**config.mk**
```make
export PLATFORM = sky130hd
export DESIGN_NAME = tpf_framer
export DESIGN_NICKNAME = d
export VERILOG_FILES = /design/src/rtl/tpf_pkg.sv /design/src/rtl/tpf_pos_ctr.sv /design/src/rtl/tpf_out_reg.sv /design/src/rtl/tpf_framer.sv
export SDC_FILE = /design/constraint.sdc
export NUM_CORES = 1
export LEC_CHECK = 0
export BUFFER_PORTS_ARGS = -buffer_cell sky130_fd_sc_hd__buf_4
export CORE_ASPECT_RATIO = 2
export CORE_MARGIN = 10
export CORE_UTILIZATION = 45
export DETAILED_ROUTE_END_ITERATION = 16
export PLACE_DENSITY_LB_ADDON = 0.15
export SLEW_MARGIN = 20
export SYNTH_ARGS = -nofsm -noshare
export SYNTH_HDL_FRONTEND = slang
export SYNTH_HIERARCHICAL = 1
export SYNTH_SLANG_ARGS = --single-unit
```
**constraint.sdc**
```tcl
create_clock -name clk -period 3.21 [get_ports clk]
set_input_delay 0.642 -clock clk [delete_from_list [all_inputs] [get_ports clk]]
set_output_delay 0.642 -clock clk [all_outputs]
set_load 0.02 [all_outputs]
```
**src/rtl/tpf_pkg.sv**
```systemverilog
package tpf_pkg;
  typedef enum logic [1:0] {
    KIND_SYNC = 2'd0,
    KIND_PAY  = 2'd1,
    KIND_PAR  = 2'd2
  } kind_e;
endpackage

```
**src/rtl/tpf_pos_ctr.sv**
```systemverilog
module tpf_pos_ctr
  import tpf_pkg::*;
#(
  parameter int INT_PAY = 238,
  parameter int EXT_PAY = 223,
  parameter int PAR_LEN = 16
) (
  input  logic  clk,
  input  logic  rst_n,
  input  logic  step,
  input  logic  restart,
  input  logic  mode_int,
  output kind_e slot_kind,
  output logic  eff_int
);
  localparam int MAX_PAY  = (INT_PAY > EXT_PAY) ? INT_PAY : EXT_PAY;
  localparam int MAX_LAST = MAX_PAY + PAR_LEN;
  localparam int POS_W    = $clog2(MAX_LAST + 1);

  logic [POS_W-1:0] pos_q;
  logic             frame_int_q;
  logic [POS_W-1:0] pay_end;
  logic [POS_W-1:0] last_pos;
  logic             at_start;

  assign at_start = (pos_q == '0);

  always_comb begin
    eff_int  = at_start ? mode_int : frame_int_q;
    pay_end  = eff_int ? POS_W'(INT_PAY) : POS_W'(EXT_PAY);
    last_pos = pay_end + POS_W'(PAR_LEN);
    if (at_start)              slot_kind = KIND_SYNC;
    else if (pos_q <= pay_end) slot_kind = KIND_PAY;
    else                       slot_kind = KIND_PAR;
  end

  always_ff @(posedge clk) begin
    if (!rst_n) begin
      pos_q       <= '0;
      frame_int_q <= 1'b0;
    end else if (restart) begin
      pos_q       <= POS_W'(1);
      frame_int_q <= 1'b0;
    end else if (step) begin
      pos_q <= (pos_q == last_pos) ? '0 : pos_q + POS_W'(1);
      if (at_start) frame_int_q <= mode_int;
    end
  end

  p_pos_bound_r3 : assert property (@(posedge clk) disable iff (!rst_n)
    pos_q <= POS_W'(MAX_LAST));

  p_mode_hold_r9 : assert property (@(posedge clk) disable iff (!rst_n)
    (!at_start && pos_q != last_pos && !restart) |=> $stable(eff_int));
endmodule

```
**src/rtl/tpf_out_reg.sv**
```systemverilog
module tpf_out_reg
  import tpf_pkg::*;
#(
  parameter int DW = 8
) (
  input  logic          clk,
  input  logic          rst_n,
  input  logic          load,
  input  logic [DW-1:0] ld_data,
  input  kind_e         ld_kind,
  input  logic          out_ready,
  output logic          can_load,
  output logic          out_valid,
  output logic [DW-1:0] out_data,
  output kind_e         out_kind
);
  assign can_load = !out_valid || out_ready;

  always_ff @(posedge clk) begin
    if (!rst_n) begin
      out_valid <= 1'b0;
      out_data  <= '0;
      out_kind  <= KIND_SYNC;
    end else if (can_load) begin
      out_valid <= load;
      if (load) begin
        out_data <= ld_data;
        out_kind <= ld_kind;
      end
    end
  end

  p_hold_r2 : assert property (@(posedge clk) disable iff (!rst_n)
    (out_valid && !out_ready) |=> (out_valid && $stable(out_data) && $stable(out_kind)));
endmodule

```
**src/rtl/tpf_framer.sv**
```systemverilog
module tpf_framer
  import tpf_pkg::*;
#(
  parameter int         DW       = 8,
  parameter int         INT_PAY  = 238,
  parameter int         EXT_PAY  = 223,
  parameter int         PAR_LEN  = 16,
  parameter logic [7:0] SYNC_VAL = 8'h47
) (
  input  logic          clk,
  input  logic          rst_n,
  input  logic          cfg_int_mode,
  input  logic [DW-1:0] in_data,
  input  logic          in_valid,
  input  logic          in_sync,
  output logic          in_ready,
  output logic [DW-1:0] out_data,
  output logic [1:0]    out_kind,
  output logic          out_valid,
  input  logic          out_ready,
  output logic          align_err
);
  kind_e         slot_kind;
  logic          eff_int;
  logic          can_load;
  logic          needs_in;
  logic          take;
  logic          load;
  logic          step;
  logic          restart;
  logic          set_err;
  logic [DW-1:0] ld_data;
  kind_e         ld_kind;
  kind_e         out_kind_e;

  tpf_pos_ctr #(
    .INT_PAY(INT_PAY), .EXT_PAY(EXT_PAY), .PAR_LEN(PAR_LEN)
  ) u_ctr (
    .clk(clk), .rst_n(rst_n), .step(step), .restart(restart),
    .mode_int(cfg_int_mode), .slot_kind(slot_kind), .eff_int(eff_int)
  );

  assign needs_in = (slot_kind == KIND_PAY) || (slot_kind == KIND_SYNC && !eff_int);
  assign in_ready = can_load && needs_in;
  assign take     = in_valid && in_ready;

  always_comb begin
    load    = 1'b0;
    step    = 1'b0;
    restart = 1'b0;
    set_err = 1'b0;
    ld_data = '0;
    ld_kind = slot_kind;
    unique case (slot_kind)
      KIND_SYNC: begin
        if (eff_int) begin
          load    = can_load;
          ld_data = DW'(SYNC_VAL);
          step    = can_load;
        end else if (take) begin
          if (in_sync) begin
            load    = 1'b1;
            ld_data = in_data;
            step    = 1'b1;
          end else begin
            set_err = 1'b1;
          end
        end
      end
      KIND_PAY: begin
        if (take) begin
          load    = 1'b1;
          ld_data = in_data;
          if (!eff_int && in_sync) begin
            ld_kind = KIND_SYNC;
            restart = 1'b1;
            set_err = 1'b1;
          end else begin
            step = 1'b1;
          end
        end
      end
      default: begin
        load = can_load;
        step = can_load;
      end
    endcase
  end

  always_ff @(posedge clk) begin
    if (!rst_n)       align_err <= 1'b0;
    else if (set_err) align_err <= 1'b1;
  end

  tpf_out_reg #(.DW(DW)) u_out (
    .clk(clk), .rst_n(rst_n), .load(load), .ld_data(ld_data), .ld_kind(ld_kind),
    .out_ready(out_ready), .can_load(can_load), .out_valid(out_valid),
    .out_data(out_data), .out_kind(out_kind_e)
  );
  assign out_kind = out_kind_e;

  p_ready_gap_r6 : assert property (@(posedge clk) disable iff (!rst_n)
    (slot_kind == KIND_PAR) |-> !in_ready);

  p_int_sync_noin_r3 : assert property (@(posedge clk) disable iff (!rst_n)
    (eff_int && slot_kind == KIND_SYNC) |-> !in_ready);

  p_err_sticky_r10 : assert property (@(posedge clk) disable iff (!rst_n)
    align_err |=> align_err);
endmodule

```
# == Yosys cells after proc, flatten, opt, wreduce, memory -nomap -nowiden ==
# Cells that the tools add are included.
# totals
output_inout_bits,13
reg_bits,21
elab_cells,56
input_bits,14
# classes
n_reduce_logical,13
bitwise,1
n_lt_le_gt_ge,1
muxes,30
n_eq_ne,2
n_addsub,2
# op_table
operator,count
two-way mux 8 bit,5
case mux 8 bit (2 select lines),1
two-way mux 1 bit,15
two-way mux 2 bit,5
adder 8 x 1 -> 8 bit (second input constant),1
adder 8 x 5 -> 8 bit (second input constant),1
equality test 8 bit,1
less-or-equal comparator 8 bit,1
zero test 8 bit,1
two-way mux 6 bit,1
case mux 1 bit (2 select lines),3
logical AND 1 bit,4
equality test 2 x 1 -> 1 bit (second input constant),1
zero test 1 bit,2
zero test 2 bit,1
logical OR 1 bit,2
AND reduction 2 bit,1
nonzero test 2 bit,1
OR reduction 2 bit,1
NOT 1 bit,1

# == Logic depth before layout (Yosys ltp) ==
# depth
word_depth,16
ltp_mapped,18
ltp_nobuf,17

# == By module ==
# Netlist, hierarchy kept.
# modules_own_cells
module,seq_area_each_um2,area_each_um2,cells_per_inst,n_inst
tpf_pos_ctr,180.2,536.8,64,1
tpf_out_reg,220.2,449.2,48,1
tpf_framer,20.0,216.5,30,1

# == Worst setup path after synthesis ==
# OpenSTA, ideal clock, no wires.
# synth_path
kind,flip-flop to flip-flop
start,reg u_ctr.pos_q[0]
end,reg u_ctr.pos_q[0]
arrival_time_ns,3.160
path_buffers,1
synth_period_minus_slack_ns,3.280
setup_time_ns,0.120
path_stages_with_launch,17
setup_slack_ns,-0.070
required_ns,3.090
cell_sequence,dfxtp_1 -> inv_1 -> ha_1 -> nor4b_1 -> nand2_1 -> mux2i_1 -> inv_1 -> ha_1 -> and3_2 -> a2111o_1 -> and3_1 -> o21ai_0 -> nand2_1 -> and3_1 -> buf_2 -> nor3b_1 -> o31a_1
# synth_via
elab_chain_cells,15
word_cells_on_any_way,29
classes_between,2 x add/sub; 1 x order compare; 2 x eq/ne; 15 x mux; 9 x reduce/logical
# synth_lines
element,line_no,text
from (decl),tpf_pos_ctr.sv:20,logic [POS_W-1:0] pos_q;
from (signal assigned),tpf_pos_ctr.sv:45,pos_q <= (pos_q == last_pos) ? '0 : pos_q + POS_W'(1);
zero test 8 bit,tpf_pos_ctr.sv:26,assign at_start = (pos_q == '0);
two-way mux 1 bit,tpf_pos_ctr.sv:29,eff_int = at_start ? mode_int : frame_int_q;
two-way mux 6 bit,tpf_pos_ctr.sv:30,pay_end = eff_int ? POS_W'(INT_PAY) : POS_W'(EXT_PAY);
less-or-equal comparator 8 bit,tpf_pos_ctr.sv:33,else if (pos_q <= pay_end) slot_kind = KIND_PAY;
two-way mux 2 bit,tpf_pos_ctr.sv:33,
two-way mux 2 bit *,tpf_pos_ctr.sv:32,if (at_start) slot_kind = KIND_SYNC;
net slot_kind[0],tpf_framer.sv:23,kind_e slot_kind;
zero test 2 bit,"tpf_framer.sv:43, tpf_framer.sv:54",
logical AND 1 bit,tpf_framer.sv:43,assign needs_in = (slot_kind == KIND_PAY) || (slot_kind == KIND_SYNC && !eff_int);
logical OR 1 bit,tpf_framer.sv:43,
logical AND 1 bit,tpf_framer.sv:44,assign in_ready = can_load && needs_in;
logical AND 1 bit,tpf_framer.sv:45,assign take = in_valid && in_ready;
two-way mux 1 bit,tpf_framer.sv:60,end else if (take) begin
two-way mux 1 bit,tpf_framer.sv:56,if (eff_int) begin
case mux 1 bit (2 select lines) *,tpf_framer.sv:54,unique case (slot_kind)
net step,tpf_framer.sv:29,logic step;
nonzero test 2 bit (no line) *,--,
# The timed path passes the listed nets; every way through them passes the cells marked *. The select of a mux whose other input is x is not followed.
# A chain may end at the register's enable or synchronous reset.

# == Worst setup path in the final report ==
# layout_path
start,reg u_ctr.pos_q[1]
end,out in_ready
# layout_via
elab_chain_cells,10
word_cells_on_any_way,12
classes_between,1 x order compare; 1 x eq/ne; 4 x mux; 6 x reduce/logical
# layout_lines
element,line_no,text
zero test 8 bit,tpf_pos_ctr.sv:26,
two-way mux 1 bit,tpf_pos_ctr.sv:29,
two-way mux 6 bit,tpf_pos_ctr.sv:30,
less-or-equal comparator 8 bit,tpf_pos_ctr.sv:33,
two-way mux 2 bit,tpf_pos_ctr.sv:33,
two-way mux 2 bit *,tpf_pos_ctr.sv:32,
net slot_kind[0],tpf_framer.sv:23,
zero test 2 bit,tpf_framer.sv:43,
logical AND 1 bit,tpf_framer.sv:43,
logical OR 1 bit *,tpf_framer.sv:43,
logical AND 1 bit *,tpf_framer.sv:44,
to (decl),tpf_framer.sv:16,"output logic in_ready,"
# The timed path passes the listed nets; every way through them passes the cells marked *.

==> impl.org <==
** Outcome
- Result of the run :: finished, violations left
- Failing checks :: negative setup slack

** Route
- Using the TritonRoute via totals, the vias-per-cell ratio works out to 5.25.
- Routed wire length per instance :: 15.2 um
- Vias :: 1160
- Once detail routing completed, the nets flagged for antenna violations numbered 0.
- Post-Route WL :: 3360 um
- Pre-Repair DR Iteration Count :: 4
- In this run, the number of DRC markers left after iteration 0 of detailed routing was 15.
- DRC violation count after routing :: 0

** Placed design
- Post-detailed-placement half-perimeter wirelength :: 2500 um
- # placed instances :: 209
- Port buffering added 26 buffers.
- At the placement stage, the worst setup path has a slack of -194 ps.
- Summing all placed instances gives a cell area of 1540 um2.
- Routability-driven placement finished with a final weighted congestion of 0.817.

** Clock network
- Clock tree synthesis inserted a total of 3 buffers.
- Sink count of the clock tree :: 21
- CTS tree :: built
- The longest clock path from root to sink contains 2 buffers.
- CTS Root Cell :: sky130_fd_sc_hd__clkbuf_8
- Clock-pin slew was measured on the worst setup and hold paths at 90 ps.
- Total number of H-tree levels :: 1
- Clock latency on the worst-skew pair, taken at its later pin, is 270 ps.

** Layout
- For this run, the share of the core covered by cells in the final layout is 68.8%.
- Leading cell type in the layout, fill and taps excluded :: sky130_fd_sc_hd__buf_4
- Final nets :: 212
- Finished Cell Area :: 1770 um2
- Growth of design area from synthesis to finish :: 47.1%
- Leading cell types in the layout, fill and taps excluded :: sky130_fd_sc_hd__buf_4, sky130_fd_sc_hd__nand2_1, sky130_fd_sc_hd__dfxtp_1
- 0 antenna diodes ended up in the layout.
- Cell Count, Final, Fillers Out :: 221
- Area used by sequential logic in the layout :: 423 um2
- Summing all multi-input logic gate instances after layout gives 835 um2.
- The post-route netlist has 44.0% of its cells at a drive strength greater than 1.
- Filler cells :: 204

** Floorplan
- For this design the top-level I/O count stands at 27.
- Area of the placeable core :: 2570 um2
- The floorplan step set the die width to 56.6 um.
- Measured along the y axis, the die boundary spans 93.1 um.
- Initial Util :: 46.8%
- In this run the core area contains 26 standard-cell rows.
- Die outline area :: 5260 um2

** Logic synthesis
- Number of enable-type register cells in the synthesized netlist :: 0
- Of the synthesized area, sequential elements account for 35.0%.
- Ranked by total cell area, the synthesized netlist is headed by sky130_fd_sc_hd__dfxtp_1, sky130_fd_sc_hd__mux2i_1, sky130_fd_sc_hd__nand2_1.
- Summing every instance area after synthesis gives 1200 um2.
- The average instance in the mapped netlist occupies 8.47 um2.
- Post-Synthesis Cells :: 142
- Synthesis-stage register bit count :: 21
- The synthesized design spends more area on one cell type than any other, namely sky130_fd_sc_hd__dfxtp_1.
- The number of different library cells used by synthesis comes to 38.
- Async SR Flop Fraction :: 0%
- Top cell type's share of synthesized area :: 35.0%
- Synth Warn # :: 6
- Among all flip-flop cells after synthesis, the most frequent one is sky130_fd_sc_hd__dfxtp_1.
- When the netlist entered floorplanning its net count stood at 160.

** Power and ir drop
- Dividing total power by cell area gives a power density of 841 nW/um2.
- The analysis attributes to cell leakage a power of 0.802 nW.
- Largest voltage drop on the vdd net :: 0.000528 V
- Total Power Consumption :: 1.49 mW

** Flow run
- The tool flagged a number of max-cap violations equal to 0.

** Hold path
- The tightest min-delay check is of the flop to flop type.
- Number of cells traversed by the worst hold path :: 2

** Global routing
- Vias in the first global route :: 1251
- Total global-route track usage :: 12.5%
- Global-route wire length before repair :: 5350 um
- Largest net degree at the start of global routing :: 25
- For this run the aggregate overflow at the end of global routing stands at 0.
- Initial antenna violation count :: 0

** Timing
- Highest clock rate :: 298 MHz
- Min cycle time layout :: 3350 ps
- Headroom to the max-slew limit came out at 66.8%.
- In the post-route analysis, the smallest setup slack over all paths is -141 ps.
- Clock Skews :: 12.7 ps
- Setup repair after global routing could not meet its margin everywhere.
- Ratio of final minimum period to clock period :: 104%
- Hold Fails Final Rpt :: 0
- For the pin with the worst max-slew slack, the measured transition is 493 ps.
- Total of endpoints with negative setup slack in the final report :: 1
- The final number of max-transition violations came to 0.

** Critical path
- Category of the worst setup path capture point :: output port
- Crit start category :: flop
- Largest driver fanout on the critical path :: 3
- Data on the critical path is required at its endpoint by 2570 ps.
- Measured in cells, the most critical reg-to-reg path has a length of 18.
- Data arrives at the worst endpoint at 2710 ps.
- The worst setup path is of the flop to output port kind.
-- registers in the layout, indices dropped and copies added, names as in the netlist --
signal,count
u_ctr/frame_int_q,1
u_ctr/pos_q,8
u_out/out_valid,1
align_err,1
u_out/out_data,8
u_out/out_kind,2
-- kinds of logic (layout without fill, tap and decap cells) --
family / count (synthesis) / after routing / synth area share, %
simple gates: 69 / 69 / 31.1
xor+xnor: 7 / 7 / 5.10
buf+inv: 13 / 64 / 4.89
mux: 11 / 11 / 9.16
compound gates: 17 / 17 / 10.6
flops: 21 / 21 / 35.0
fa+ha+maj: 4 / 4 / 4.16
-- metal layers --
metal | up-vias | track usage, % | share of wire, %
li1 | 578 | - | -
met1 | 540 | 10.3 | 34
met2 | 30 | 24.1 | 58
met3 | 12 | 3.25 | 3.8
met4 | 0 | 8.87 | 4.9
met5 | - | 0 | 0
-- cells in the mapped netlist, types with 2 or more instances --
master,n
sky130_fd_sc_hd__nand4_1,4
sky130_fd_sc_hd__nor2_1,12
sky130_fd_sc_hd__and3_1,3
sky130_fd_sc_hd__nor3_1,3
sky130_fd_sc_hd__xor2_1,5
sky130_fd_sc_hd__buf_2,2
sky130_fd_sc_hd__dfxtp_1,21
sky130_fd_sc_hd__and2_1,5
sky130_fd_sc_hd__ha_1,4
sky130_fd_sc_hd__clkbuf_1,2
sky130_fd_sc_hd__inv_1,8
sky130_fd_sc_hd__nor3b_1,2
sky130_fd_sc_hd__nand2_1,29
sky130_fd_sc_hd__mux2i_1,11
sky130_fd_sc_hd__a21o_1,5
sky130_fd_sc_hd__a21boi_0,2
sky130_fd_sc_hd__nand2b_4,2
sky130_fd_sc_hd__xnor2_1,2
-- layout make-up --
cell class | instances | share of cell area, %
multi-input combinational | 108 | 47.2
clock buffer | 3 | 2.33
sequential | 21 | 23.9
clock inverter | 1 | 0.424
timing repair buffer | 52 | 22.5
tap | 28 | 1.98
inverter | 8 | 1.70
-- repair_timing --
item                                    4_1_cts  5_1_grt
pin swaps                                     6       14
endpoints found under the setup margin       19       13
resized for setup                            20        8
setup buffers                                 4        4
hold buffers                                  0        0
-- worst max-delay path: stages, from the launching register on --
cell                       delay [ps]
sky130_fd_sc_hd__dfxtp_2          330
sky130_fd_sc_hd__inv_2             80
sky130_fd_sc_hd__ha_4             120
sky130_fd_sc_hd__nor4b_4          190
sky130_fd_sc_hd__nand2_2          110
sky130_fd_sc_hd__mux2i_2          230
sky130_fd_sc_hd__inv_2             70
sky130_fd_sc_hd__ha_4             290
sky130_fd_sc_hd__a31oi_2           90
sky130_fd_sc_hd__a2111o_1         380
sky130_fd_sc_hd__and3_4           170
sky130_fd_sc_hd__inv_2             50
sky130_fd_sc_hd__a21oi_2           50
sky130_fd_sc_hd__and2_1           140
sky130_fd_sc_hd__buf_6            130
-- worst paths after layout --
kind / start / endpoint / slack (ps)
worst min register to register: u_out/out_data[2] / u_out/out_data[2] / 460
worst max register to register: u_ctr/pos_q[1] / u_ctr/pos_q[7] / 0
worst max-delay path: u_ctr/pos_q[1] / in_ready / -140
worst min-delay path: u_out/out_data[2] / u_out/out_data[2] / 460
-- power by group --
| part | total, mW | leakage (nW) | internal, mW | switching [mW] |
|---|---|---|---|---|
| logic | 0.945 | 0.609 | 0.508 | 0.437 |
| registers | 0.362 | 0.172 | 0.322 | 0.0391 |
| clock network | 0.182 | 0.0217 | 0.0879 | 0.0945 |
-- stage by stage --
stage                     setup TNS (ps)  hold WS (ps)
final                               -141           463
after global routing                -854           485
after CTS                           -136           464
after detailed placement           -1080           452
after global placement             -32.9           444
after floorplan                    -2.05           486
No activity file was read; power rests on OpenSTA's default activity.
